==> config.mk <==
export PLATFORM = sky130hd
export DESIGN_NAME = toggle_wdt
export DESIGN_NICKNAME = d
export VERILOG_FILES = /design/src/rtl/wdt_pkg.sv /design/src/rtl/wdt_edge_sync.sv /design/src/rtl/wdt_interval.sv /design/src/rtl/wdt_stretch.sv /design/src/rtl/toggle_wdt.sv
export SDC_FILE = /design/constraint.sdc
export NUM_CORES = 1
export LEC_CHECK = 0
export BUFFER_PORTS_ARGS = -buffer_cell sky130_fd_sc_hd__buf_2
export CORE_MARGIN = 8
export CORE_UTILIZATION = 25
export CTS_CLUSTER_DIAMETER = 30
export DETAILED_ROUTE_END_ITERATION = 7
export RECOVER_POWER = 50
export SYNTH_ARGS = -nofsm -noshare
export SYNTH_HDL_FRONTEND = slang
export SYNTH_HIERARCHICAL = 1
export SYNTH_SLANG_ARGS = --single-unit
==> constraint.sdc <==
create_clock -name clk -period 2.8 [get_ports clk]
set_clock_uncertainty 0.2 [all_clocks]
set_input_delay 0.56 -clock clk [delete_from_list [all_inputs] [get_ports clk]]
set_output_delay 0.56 -clock clk [all_outputs]
set_load 0.05 [all_outputs]
==> src/rtl/wdt_pkg.sv <==
package wdt_pkg;
  typedef enum logic [1:0] {
    ST_OFF  = 2'd0,
    ST_RUN  = 2'd1,
    ST_FIRE = 2'd2
  } wdt_state_e;
endpackage

==> src/rtl/wdt_edge_sync.sv <==
module wdt_edge_sync #(
  parameter int STAGES = 2
) (
  input  logic clk,
  input  logic rst,
  input  logic async_i,
  output logic change_o
);
  logic [STAGES-1:0] chain_q;
  logic              last_q;

  always_ff @(posedge clk) begin
    if (rst) chain_q[0] <= 1'b0;
    else     chain_q[0] <= async_i;
  end

  genvar g;
  generate
    for (g = 1; g < STAGES; g++) begin : g_stage
      always_ff @(posedge clk) begin
        if (rst) chain_q[g] <= 1'b0;
        else     chain_q[g] <= chain_q[g-1];
      end
    end
  endgenerate

  always_ff @(posedge clk) begin
    if (rst) last_q <= 1'b0;
    else     last_q <= chain_q[STAGES-1];
  end

  assign change_o = chain_q[STAGES-1] ^ last_q;
endmodule

==> src/rtl/wdt_interval.sv <==
module wdt_interval #(
  parameter int LIMIT = 200_000_000
) (
  input  logic                     clk,
  input  logic                     rst,
  input  logic                     clr_i,
  output logic                     expire_o,
  output logic [$clog2(LIMIT)-1:0] cnt_o
);
  localparam int CW = $clog2(LIMIT);
  localparam logic [CW-1:0] LAST = CW'(LIMIT - 1);

  logic [CW-1:0] cnt_q;

  assign expire_o = !clr_i && (cnt_q == LAST);
  assign cnt_o    = cnt_q;

  always_ff @(posedge clk) begin
    if (rst || clr_i || expire_o) cnt_q <= '0;
    else                          cnt_q <= cnt_q + 1'b1;
  end


  cnt_range_chk: assert property (@(posedge clk) disable iff (rst)
    cnt_q <= LAST);
endmodule

==> src/rtl/wdt_stretch.sv <==
module wdt_stretch #(
  parameter int WIDTH = 16
) (
  input  logic clk,
  input  logic rst,
  input  logic start_i,
  output logic pulse_o,
  output logic done_o
);
  localparam int PW = (WIDTH > 1) ? $clog2(WIDTH) : 1;

  logic [PW-1:0] left_q;

  assign done_o = pulse_o && (left_q == '0);

  always_ff @(posedge clk) begin
    if (rst) begin
      pulse_o <= 1'b0;
      left_q  <= '0;
    end else if (start_i) begin
      pulse_o <= 1'b1;
      left_q  <= PW'(WIDTH - 1);
    end else if (pulse_o) begin
      if (left_q == '0) pulse_o <= 1'b0;
      else              left_q  <= left_q - 1'b1;
    end
  end


  pulse_end_chk: assert property (@(posedge clk) disable iff (rst)
    $fell(pulse_o) |-> ($past(left_q) == '0));


  no_restart_chk: assert property (@(posedge clk) disable iff (rst)
    !(start_i && pulse_o));
endmodule

==> src/rtl/toggle_wdt.sv <==
module toggle_wdt #(
  parameter int TIMEOUT_CYCLES = 200_000_000,
  parameter int PULSE_CYCLES   = 16,
  parameter int SYNC_STAGES    = 2
) (
  input  logic clk,
  input  logic rst,
  input  logic refresh_i,
  input  logic dir_out_i,
  output logic wdt_rst_o
);
  import wdt_pkg::*;

  localparam int CW = $clog2(TIMEOUT_CYCLES);

  wdt_state_e    state_q;
  logic          change_w;
  logic          clr_w;
  logic          expire_w;
  logic          done_w;
  logic [CW-1:0] cnt_w;

  wdt_edge_sync #(.STAGES(SYNC_STAGES)) sync_i (
    .clk      (clk),
    .rst      (rst),
    .async_i  (refresh_i),
    .change_o (change_w)
  );

  assign clr_w = (state_q != ST_RUN) || !dir_out_i || change_w;

  wdt_interval #(.LIMIT(TIMEOUT_CYCLES)) timer_i (
    .clk      (clk),
    .rst      (rst),
    .clr_i    (clr_w),
    .expire_o (expire_w),
    .cnt_o    (cnt_w)
  );

  wdt_stretch #(.WIDTH(PULSE_CYCLES)) pulse_i (
    .clk     (clk),
    .rst     (rst),
    .start_i (expire_w),
    .pulse_o (wdt_rst_o),
    .done_o  (done_w)
  );

  always_ff @(posedge clk) begin
    if (rst) begin
      state_q <= ST_OFF;
    end else begin
      case (state_q)
        ST_OFF:  if (dir_out_i) state_q <= ST_RUN;
        ST_RUN:  if (!dir_out_i)    state_q <= ST_OFF;
                 else if (expire_w) state_q <= ST_FIRE;
        ST_FIRE: if (done_w) state_q <= dir_out_i ? ST_RUN : ST_OFF;
        default: state_q <= ST_OFF;
      endcase
    end
  end


  reset_state_chk: assert property (@(posedge clk)
    rst |=> (!wdt_rst_o && state_q == ST_OFF));


  armed_rise_chk: assert property (@(posedge clk) disable iff (rst)
    $rose(wdt_rst_o) |-> ($past(dir_out_i) && $past(state_q) == ST_RUN));


  refresh_block_chk: assert property (@(posedge clk) disable iff (rst)
    $rose(wdt_rst_o) |-> !$past(change_w));


  fire_hold_chk: assert property (@(posedge clk) disable iff (rst)
    (state_q == ST_FIRE) |-> (cnt_w == '0));
endmodule

==> results.json, run 1 <==
{
  "outcome": "completed",
  "drt-wirelength-per-cell_um": 10.81,
  "cts.repair.resized": 0,
  "synth_simple_gate_area_share": 0.3235,
  "num_rows": 31,
  "share_of_synthesized_area_occupied_by_flip_flops_and_latches": 0.4258,
  "setup_slack_of_the_critical_path_after_layout_ns": 0.5293,
  "postRouteWirelength_um": 3373,
  "globalRoute.totalOverflow": 0,
  "count_of_antenna_diodes_in_the_layout": 0,
  "synth-compound-area-share": 0.07773,
  "initial_utilization": 0.2517,
  "cts_buffer_count": 5,
  "grt_pass1_vias": 1335,
  "synth_xor_xnor_area_share": 0.1176,
  "synth_warnings": 6,
  "fillerInstances": 762,
  "cts_root_buffer": "sky130_fd_sc_hd__clkbuf_8",
  "maxCapViolCount": 0,
  "hold_viol": 0,
  "buffers_inserted_during_post_cts_setup_optimization": 0,
  "total_power_mw": 1.136,
  "ioPinCount": 5,
  "clock_insertion_delay_worst_skew_ns": 0.30,
  "synth_top_family_by_area": "simple AND/OR/NAND/NOR gates",
  "cp-start-kind": "flop",
  "grt_util_met3": 0.02693,
  "detailedRoute.firstIterationViolations": 108,
  "cp_max_fo": 12,
  "stdcell_count": 312,
  "synth.avg_cell_area_um2": 8.845,
  "post_synth_instance_area_um2": 1787,
  "maximum_frequency_from_static_timing_analysis_ghz": 0.4404,
  "fp.dieW_um": 100.5,
  "clkSinkCount": 38,
  "placed_cell_area_um2": 1931,
  "cts.clk_slew.worst_paths_ns": 0.08,
  "antenna_violating_nets_post_route": 0,
  "largest_net_degree_at_the_start_of_global_routing": 13,
  "antenna_found_initial": 0,
  "ys.flop_type": "sky130_fd_sc_hd__dfxtp_1",
  "vias": 1381,
  "post_cts_hold_buffer_count": 0,
  "gp_routability_congestion": 0.7655,
  "timing.setup.tns_ns": 0,
  "grt_setup_unrepaired": "no",
  "critical_path_class": "reg -> reg",
  "core_area_um2": 7098,
  "synth.distinct_cells": 44,
  "post-route-util": 0.2907,
  "layout.cell_area.non_filler_um2": 2063,
  "hold_path.class": "reg -> reg",
  "preCtsSetupSlack_ns": 0.5229,
  "critPathArrivalTime_ns": 2.24,
  "end_kind": "flop",
  "die_height_um": 100.5,
  "total_instance_count_after_detailed_placement": 304,
  "dp.final_hpwl_um": 2349,
  "detail_route.drc_violations": 0,
  "clk_path_buf_depth": 2,
  "grt_use_met1": 0.08611,
  "firstDrtPassIters": 4,
  "ys_ff_latch": 38,
  "cts_tree": "built",
  "vdd_drop_max_v": 0.0001875,
  "htree_levels": 2,
  "grt_use_total": 0.07359,
  "power_density_nw_per_um2": 550.4,
  "worst-slew-pin-transition_ns": 0.7558,
  "fp.dieArea_um2": 10110,
  "edff_count_synth": 0,
  "post_route_cells_drive_above_1_share": 0.09859,
  "final_worst_hold_slack_ns": 0.2404,
  "cellLeakagePower_nw": 0.7180,
  "cp.required_ns": 2.77,
  "timing.max_slew.rel_slack": 0.4961,
  "post_synth_fa_ha_maj_area_fraction": 0.01401,
  "grt-busiest-layer": "met2",
  "synthesis.nets": 208,
  "nNetsFinal": 218,
  "finalSetupViolations": 0,
  "viasPerCell": 4.426,
  "share_of_synthesized_area_spent_on_multiplexers": 0.005602,
  "io_buffer_count": 4,
  "async_flop_share": 0,
  "post_synth_inst_count": 202,
  "globalRouteMet2Util": 0.1138,
  "slew_violations": 0,
  "syn_to_final_growth_pct": 15.48,
  "min_period_over_period": 0.8110,
  "grt_pass1_wl_um": 5940,
  "period_minus_slack_ns": 2.271
}
## flip-flops by register name, indices dropped and copies added, names as in the netlist
register,cells
timer_i/cnt_o,28
pulse_i/left_q,4
state_q,2
sync_i/chain_q,2
pulse_i/pulse_o,1
sync_i/last_q,1
## report_power, final
part	switching (mW)	internal (mW)	total (mW)	leakage (nW)
combinational	0.00844	0.00563	0.0141	0.340
sequential	0.00181	0.543	0.545	0.307
clock	0.197	0.380	0.577	0.0714
## cells in the mapped netlist, drive strengths merged, types with 2 or more instances
cell type	number	area (um2)
a31oi	2	12.51
nor4b	2	23.77
or2	2	12.52
xor2	20	175.2
or3b	2	20.02
ha	2	25.02
o211a	2	20.02
a21o	2	15.01
clkbuf	2	8.750
buf	4	28.78
and2	3	18.77
nand4	13	81.33
nand3	13	65.06
nor2b	4	25.02
xnor2	4	35.03
and4	2	18.77
nor4	3	40.04
nand2	12	45.04
dfxtp	38	760.7
inv	7	26.28
a21oi	9	45.04
nor3	3	15.01
nor2	35	136.4
nand4b	2	17.52
and3	5	31.28
## logic make-up (layout without fill, tap and decap cells)
| group | Yosys count | count (layout) |
|---|---|---|
| adder cells (fa/ha/maj) | 2 | 2 |
| buffers and inverters | 13 | 24 |
| AND/OR/NAND/NOR | 104 | 104 |
| XOR/XNOR | 24 | 24 |
| multiplexers | 1 | 1 |
| AO/OA/AOI/OAI | 20 | 20 |
| flip-flops | 38 | 38 |
## final timing paths
kind | startpoint | to | slack, ns | cells past startpoint
worst max-delay path | timer_i/cnt_o[0]$_SDFF_PP0_ | timer_i/cnt_o[15]$_SDFF_PP0_ | 0.53 | 7
worst min-delay path | sync_i/chain_q[0]$_SDFF_PP0_ | sync_i/chain_q[1]$_SDFF_PP0_ | 0.24 | 1
worst max register to register | timer_i/cnt_o[0]$_SDFF_PP0_ | timer_i/cnt_o[15]$_SDFF_PP0_ | 0.53 | 7
worst min register to register | sync_i/chain_q[0]$_SDFF_PP0_ | sync_i/chain_q[1]$_SDFF_PP0_ | 0.24 | 1
## cell usage in the layout (no fill, tap or decap), types with 2 or more instances in the layout
| cell | n |
|---|---|
| sky130_fd_sc_hd__or2_0 | 2 |
| sky130_fd_sc_hd__buf_2 | 2 |
| sky130_fd_sc_hd__bufinv_16 | 2 |
| sky130_fd_sc_hd__and3_1 | 5 |
| sky130_fd_sc_hd__nand4_1 | 13 |
| sky130_fd_sc_hd__inv_1 | 7 |
| sky130_fd_sc_hd__nor2_2 | 2 |
| sky130_fd_sc_hd__a21o_1 | 2 |
| sky130_fd_sc_hd__a31oi_1 | 2 |
| sky130_fd_sc_hd__buf_4 | 3 |
| sky130_fd_sc_hd__clkbuf_1 | 4 |
| sky130_fd_sc_hd__nor2_1 | 33 |
| sky130_fd_sc_hd__a21oi_1 | 9 |
| sky130_fd_sc_hd__and2_1 | 3 |
| sky130_fd_sc_hd__nor2b_1 | 4 |
| sky130_fd_sc_hd__xnor2_1 | 4 |
| sky130_fd_sc_hd__nand4b_1 | 2 |
| sky130_fd_sc_hd__clkbuf_8 | 6 |
| sky130_fd_sc_hd__xor2_1 | 20 |
| sky130_fd_sc_hd__ha_1 | 2 |
| sky130_fd_sc_hd__dfxtp_1 | 38 |
| sky130_fd_sc_hd__nand3_1 | 13 |
| sky130_fd_sc_hd__o211a_1 | 2 |
| sky130_fd_sc_hd__nand2_1 | 12 |
| sky130_fd_sc_hd__nor3_1 | 3 |
## critical path, cell delays in order (launching register included)
cell	delay, ns
sky130_fd_sc_hd__dfxtp_1	0.38
sky130_fd_sc_hd__ha_1	0.22
sky130_fd_sc_hd__nand3_1	0.11
sky130_fd_sc_hd__nor2_1	0.15
sky130_fd_sc_hd__clkbuf_1	0.46
sky130_fd_sc_hd__a21o_1	0.20
sky130_fd_sc_hd__clkbuf_1	0.33
sky130_fd_sc_hd__nor2_1	0.09
## layout make-up
type | count | area (um2) | share of cell area
clock inverter | 2 | 60.06 | 0.02911
clock buffer | 6 | 82.58 | 0.04002
multi-input combinational | 151 | 962.2 | 0.4663
timing repair buffer | 9 | 47.55 | 0.02304
sequential | 38 | 760.7 | 0.3687
tap | 99 | 123.9 | 0.06004
inverter | 7 | 26.28 | 0.01273
## per-layer routing
layer,vias to the layer above,routed length [um]
li1,725,-
met1,637,1670
met2,14,1507
met3,5,133
met4,0,61
met5,-,0
Power figures use the tool's default switching activity.
==> run 2: changes to the inputs <==
--- a/config.mk
+++ b/config.mk
@@ -5,6 +5,7 @@
 export SDC_FILE = /design/constraint.sdc
 export NUM_CORES = 1
 export LEC_CHECK = 0
+export ABC_AREA = 1
 export BUFFER_PORTS_ARGS = -buffer_cell sky130_fd_sc_hd__buf_2
 export CORE_MARGIN = 8
 export CORE_UTILIZATION = 25
==> constraint.sdc (replaced) <==
create_clock -name clk -period 2.1 [get_ports clk]
set_clock_uncertainty 0.2 [all_clocks]
set_input_delay 0.42 -clock clk [delete_from_list [all_inputs] [get_ports clk]]
set_output_delay 0.42 -clock clk [all_outputs]
set_load 0.05 [all_outputs]
==> results.json, run 2 <==
{
  "total_power_mw": 1.370,
  "maximum_frequency_from_static_timing_analysis_ghz": 0.5112,
  "cts_buffer_count": 5,
  "synth_top_cells_by_count": "95 x sky130_fd_sc_hd__nand2_1, 60 x sky130_fd_sc_hd__nor2_1, 43 x sky130_fd_sc_hd__inv_1",
  "share_of_synthesized_area_occupied_by_flip_flops_and_latches": 0.3689,
  "io_buffer_count": 4,
  "initial_utilization": 0.2548,
  "post_cts_hold_buffer_count": 0,
  "gp_routability_congestion": 0.8413,
  "clock_insertion_delay_worst_skew_ns": 0.30,
  "crit_chain": "ha_1, inv_1, nor2_2, nand2_4, nor2_4, nand2_2, inv_1, inv_2, nand3_1, nand2_1, nand2_1, a21oi_1",
  "clkSinkCount": 38,
  "grt_setup_unrepaired": "no",
  "antenna_found_initial": 0,
  "cp-start-kind": "flop",
  "largest_reg_flops": 28,
  "buffers_inserted_during_post_cts_setup_optimization": 0,
  "yosys.area.top_type": "sky130_fd_sc_hd__dfxtp_1",
  "cts_tree": "built",
  "fillerInstances": 939,
  "timing.hold.worst_endpoint": "sync_i/chain_q[0]$_SDFF_PP0_",
  "cts_root_buffer": "sky130_fd_sc_hd__clkbuf_8",
  "grt_pass1_wl_um": 7803,
  "vias": 1799,
  "viasPerCell": 4.184,
  "critical_path.slowest_cell": "sky130_fd_sc_hd__dfxtp_1",
  "rr_startpoint": "timer_i/cnt_o[0]$_SDFF_PP0_",
  "reg2reg_depth": 12,
  "worst-slew-pin-transition_ns": 0.5962,
  "largest_net_degree_at_the_start_of_global_routing": 28,
  "final_worst_hold_slack_ns": 0.1338,
  "synthesis.nets": 321,
  "synthMostInstantiatedCell": "sky130_fd_sc_hd__nand2_1",
  "hold_viol": 0,
  "globalRoute.totalOverflow": 0,
  "hold_path.class": "in -> reg",
  "cts.clk_slew.worst_paths_ns": 0.07,
  "layout.cells.most_common": "sky130_fd_sc_hd__nand2_1",
  "edff_count_synth": 0,
  "nNetsFinal": 330,
  "ys.flop_type": "sky130_fd_sc_hd__dfxtp_1",
  "end_kind": "flop",
  "synth.area.top_cells": "sky130_fd_sc_hd__dfxtp_1 37%, sky130_fd_sc_hd__nand2_1 17%, sky130_fd_sc_hd__nor2_1 11%",
  "firstDrtPassIters": 4,
  "antenna_violating_nets_post_route": 0,
  "num_rows": 33,
  "hold_path_startpoint": "refresh_i",
  "maxCapViolCount": 0,
  "post_synth_inst_count": 315,
  "setup.reg_to_reg.worst_slack_ns": 0.14,
  "synth_warnings": 6,
  "drt-wirelength-per-cell_um": 9.644,
  "post_route_cells_drive_above_1_share": 0.1138,
  "synthDominantCellAreaShare": 0.3689,
  "outcome": "completed",
  "htree_levels": 2,
  "async_flop_share": 0,
  "vdd_drop_max_v": 0.0002347,
  "postRouteWirelength_um": 4147,
  "mostFrequentLayoutCells": "95 x sky130_fd_sc_hd__nand2_1, 60 x sky130_fd_sc_hd__nor2_1, 43 x sky130_fd_sc_hd__inv_1",
  "clk_path_buf_depth": 2,
  "crit-reg2reg-capture": "pulse_i/left_q[3]$_SDFFE_PP0P_",
  "synth.avg_cell_area_um2": 6.546,
  "synth.distinct_cells": 25,
  "critPathArrivalTime_ns": 1.93,
  "ioPinCount": 5,
  "hold_depth": 3,
  "count_of_antenna_diodes_in_the_layout": 0,
  "syn_to_final_growth_pct": 11.47,
  "post_synth_instance_area_um2": 2062,
  "grt_use_total": 0.08142,
  "detail_route.drc_violations": 0,
  "critical_path.max_stage_delay_ns": 0.36,
  "cellLeakagePower_nw": 0.8034,
  "fp.dieArea_um2": 11410,
  "power_density_nw_per_um2": 596.2,
  "dp.final_hpwl_um": 3203,
  "fp.dieW_um": 106.8,
  "timing.max_slew.rel_slack": 0.6043,
  "period_minus_slack_ns": 1.956,
  "critical_path_class": "reg -> reg",
  "cp_max_fo": 6,
  "die_height_um": 106.8,
  "core_area_um2": 8093,
  "slew_violations": 0,
  "timing.setup.tns_ns": 0,
  "cts.repair.resized": 0,
  "cp.required_ns": 2.08,
  "ys_ff_latch": 38,
  "finalSetupViolations": 0,
  "min_period_over_period": 0.9315,
  "detailedRoute.firstIterationViolations": 87,
  "grt_pass1_vias": 1773
}
==> run 2: kinds of logic (layout without fill, tap and decap cells) <==
logic type,after synthesis,in the layout,share of synthesized area
buffers and inverters,48,58,0.09466
DFF,38,38,0.3689
AOI/OAI and AO/OA,18,18,0.05218
and+or+nand+nor,198,198,0.4254
xor gates and xnor gates,11,11,0.04672
adders and majority gates,2,2,0.01213
==> run 2: worst max-delay path by stage <==
| stage | endpoint | startpoint | slack [ns] | depth (start not counted) |
|---|---|---|---|---|
| finish | pulse_i/left_q[3]$_SDFFE_PP0P_ | timer_i/cnt_o[0]$_SDFF_PP0_ | 0.14 | 12 |
| global route | pulse_i/left_q[3]$_SDFFE_PP0P_ | timer_i/cnt_o[0]$_SDFF_PP0_ | 0.02 | 12 |
| CTS | pulse_i/left_q[3]$_SDFFE_PP0P_ | timer_i/cnt_o[0]$_SDFF_PP0_ | 0.15 | 12 |
| detailed placement | pulse_i/left_q[3]$_SDFFE_PP0P_ | timer_i/cnt_o[0]$_SDFF_PP0_ | 0.16 | 12 |
| global placement | pulse_i/left_q[3]$_SDFFE_PP0P_ | timer_i/cnt_o[0]$_SDFF_PP0_ | 0.24 | 12 |
| floorplan | pulse_i/left_q[3]$_SDFFE_PP0P_ | timer_i/cnt_o[0]$_SDFF_PP0_ | 0.34 | 12 |
==> run 2: area by class of cell <==
| class | count | area, um2 | share of cell area |
|---|---|---|---|
| Multi-Input combinational cell | 229 | 1106 | 0.4812 |
| Clock inverter | 3 | 40.04 | 0.01742 |
| Timing Repair Buffer | 4 | 18.77 | 0.008166 |
| Tap cell | 105 | 131.4 | 0.05716 |
| Sequential cell | 38 | 760.7 | 0.3310 |
| Inverter | 46 | 172.7 | 0.07512 |
| Clock buffer | 5 | 68.82 | 0.02994 |
==> run 2: layer usage <==
metal	up-vias	part of all wire	global-route usage
met3	5	0.028	0.01440
met4	0	0.014	0.03518
li1	970	-	-
met2	20	0.47	0.1306
met5	-	0	0
met1	804	0.49	0.1047
==> run 2: critical path: cells and delay by family (launching register included) <==
family	cells	cell delay (ns)
flops	1	0.36
simple gates	7	0.68
buf+inv	3	0.33
fa+ha+maj	1	0.22
compound gates	1	0.06
==> run 2: stage by stage <==
stage               area [um2]  setup WS [ns]    util  std cells
CTS                       2300         0.1516  0.2842        430
finish                    2298         0.1438  0.2840        430
global route              2298        0.02044  0.2840        430
floorplan                 2062         0.3430       -        315
detailed placement        2191         0.1566  0.2707        422
global placement          2191         0.2373  0.2707        422
==> run 2: power breakdown <==
group / internal (mW) / leakage [nW] / switching [mW]
clock network: 0.350 / 0.0579 / 0.267
logic: 0.00858 / 0.439 / 0.0183
registers: 0.724 / 0.307 / 0.00197
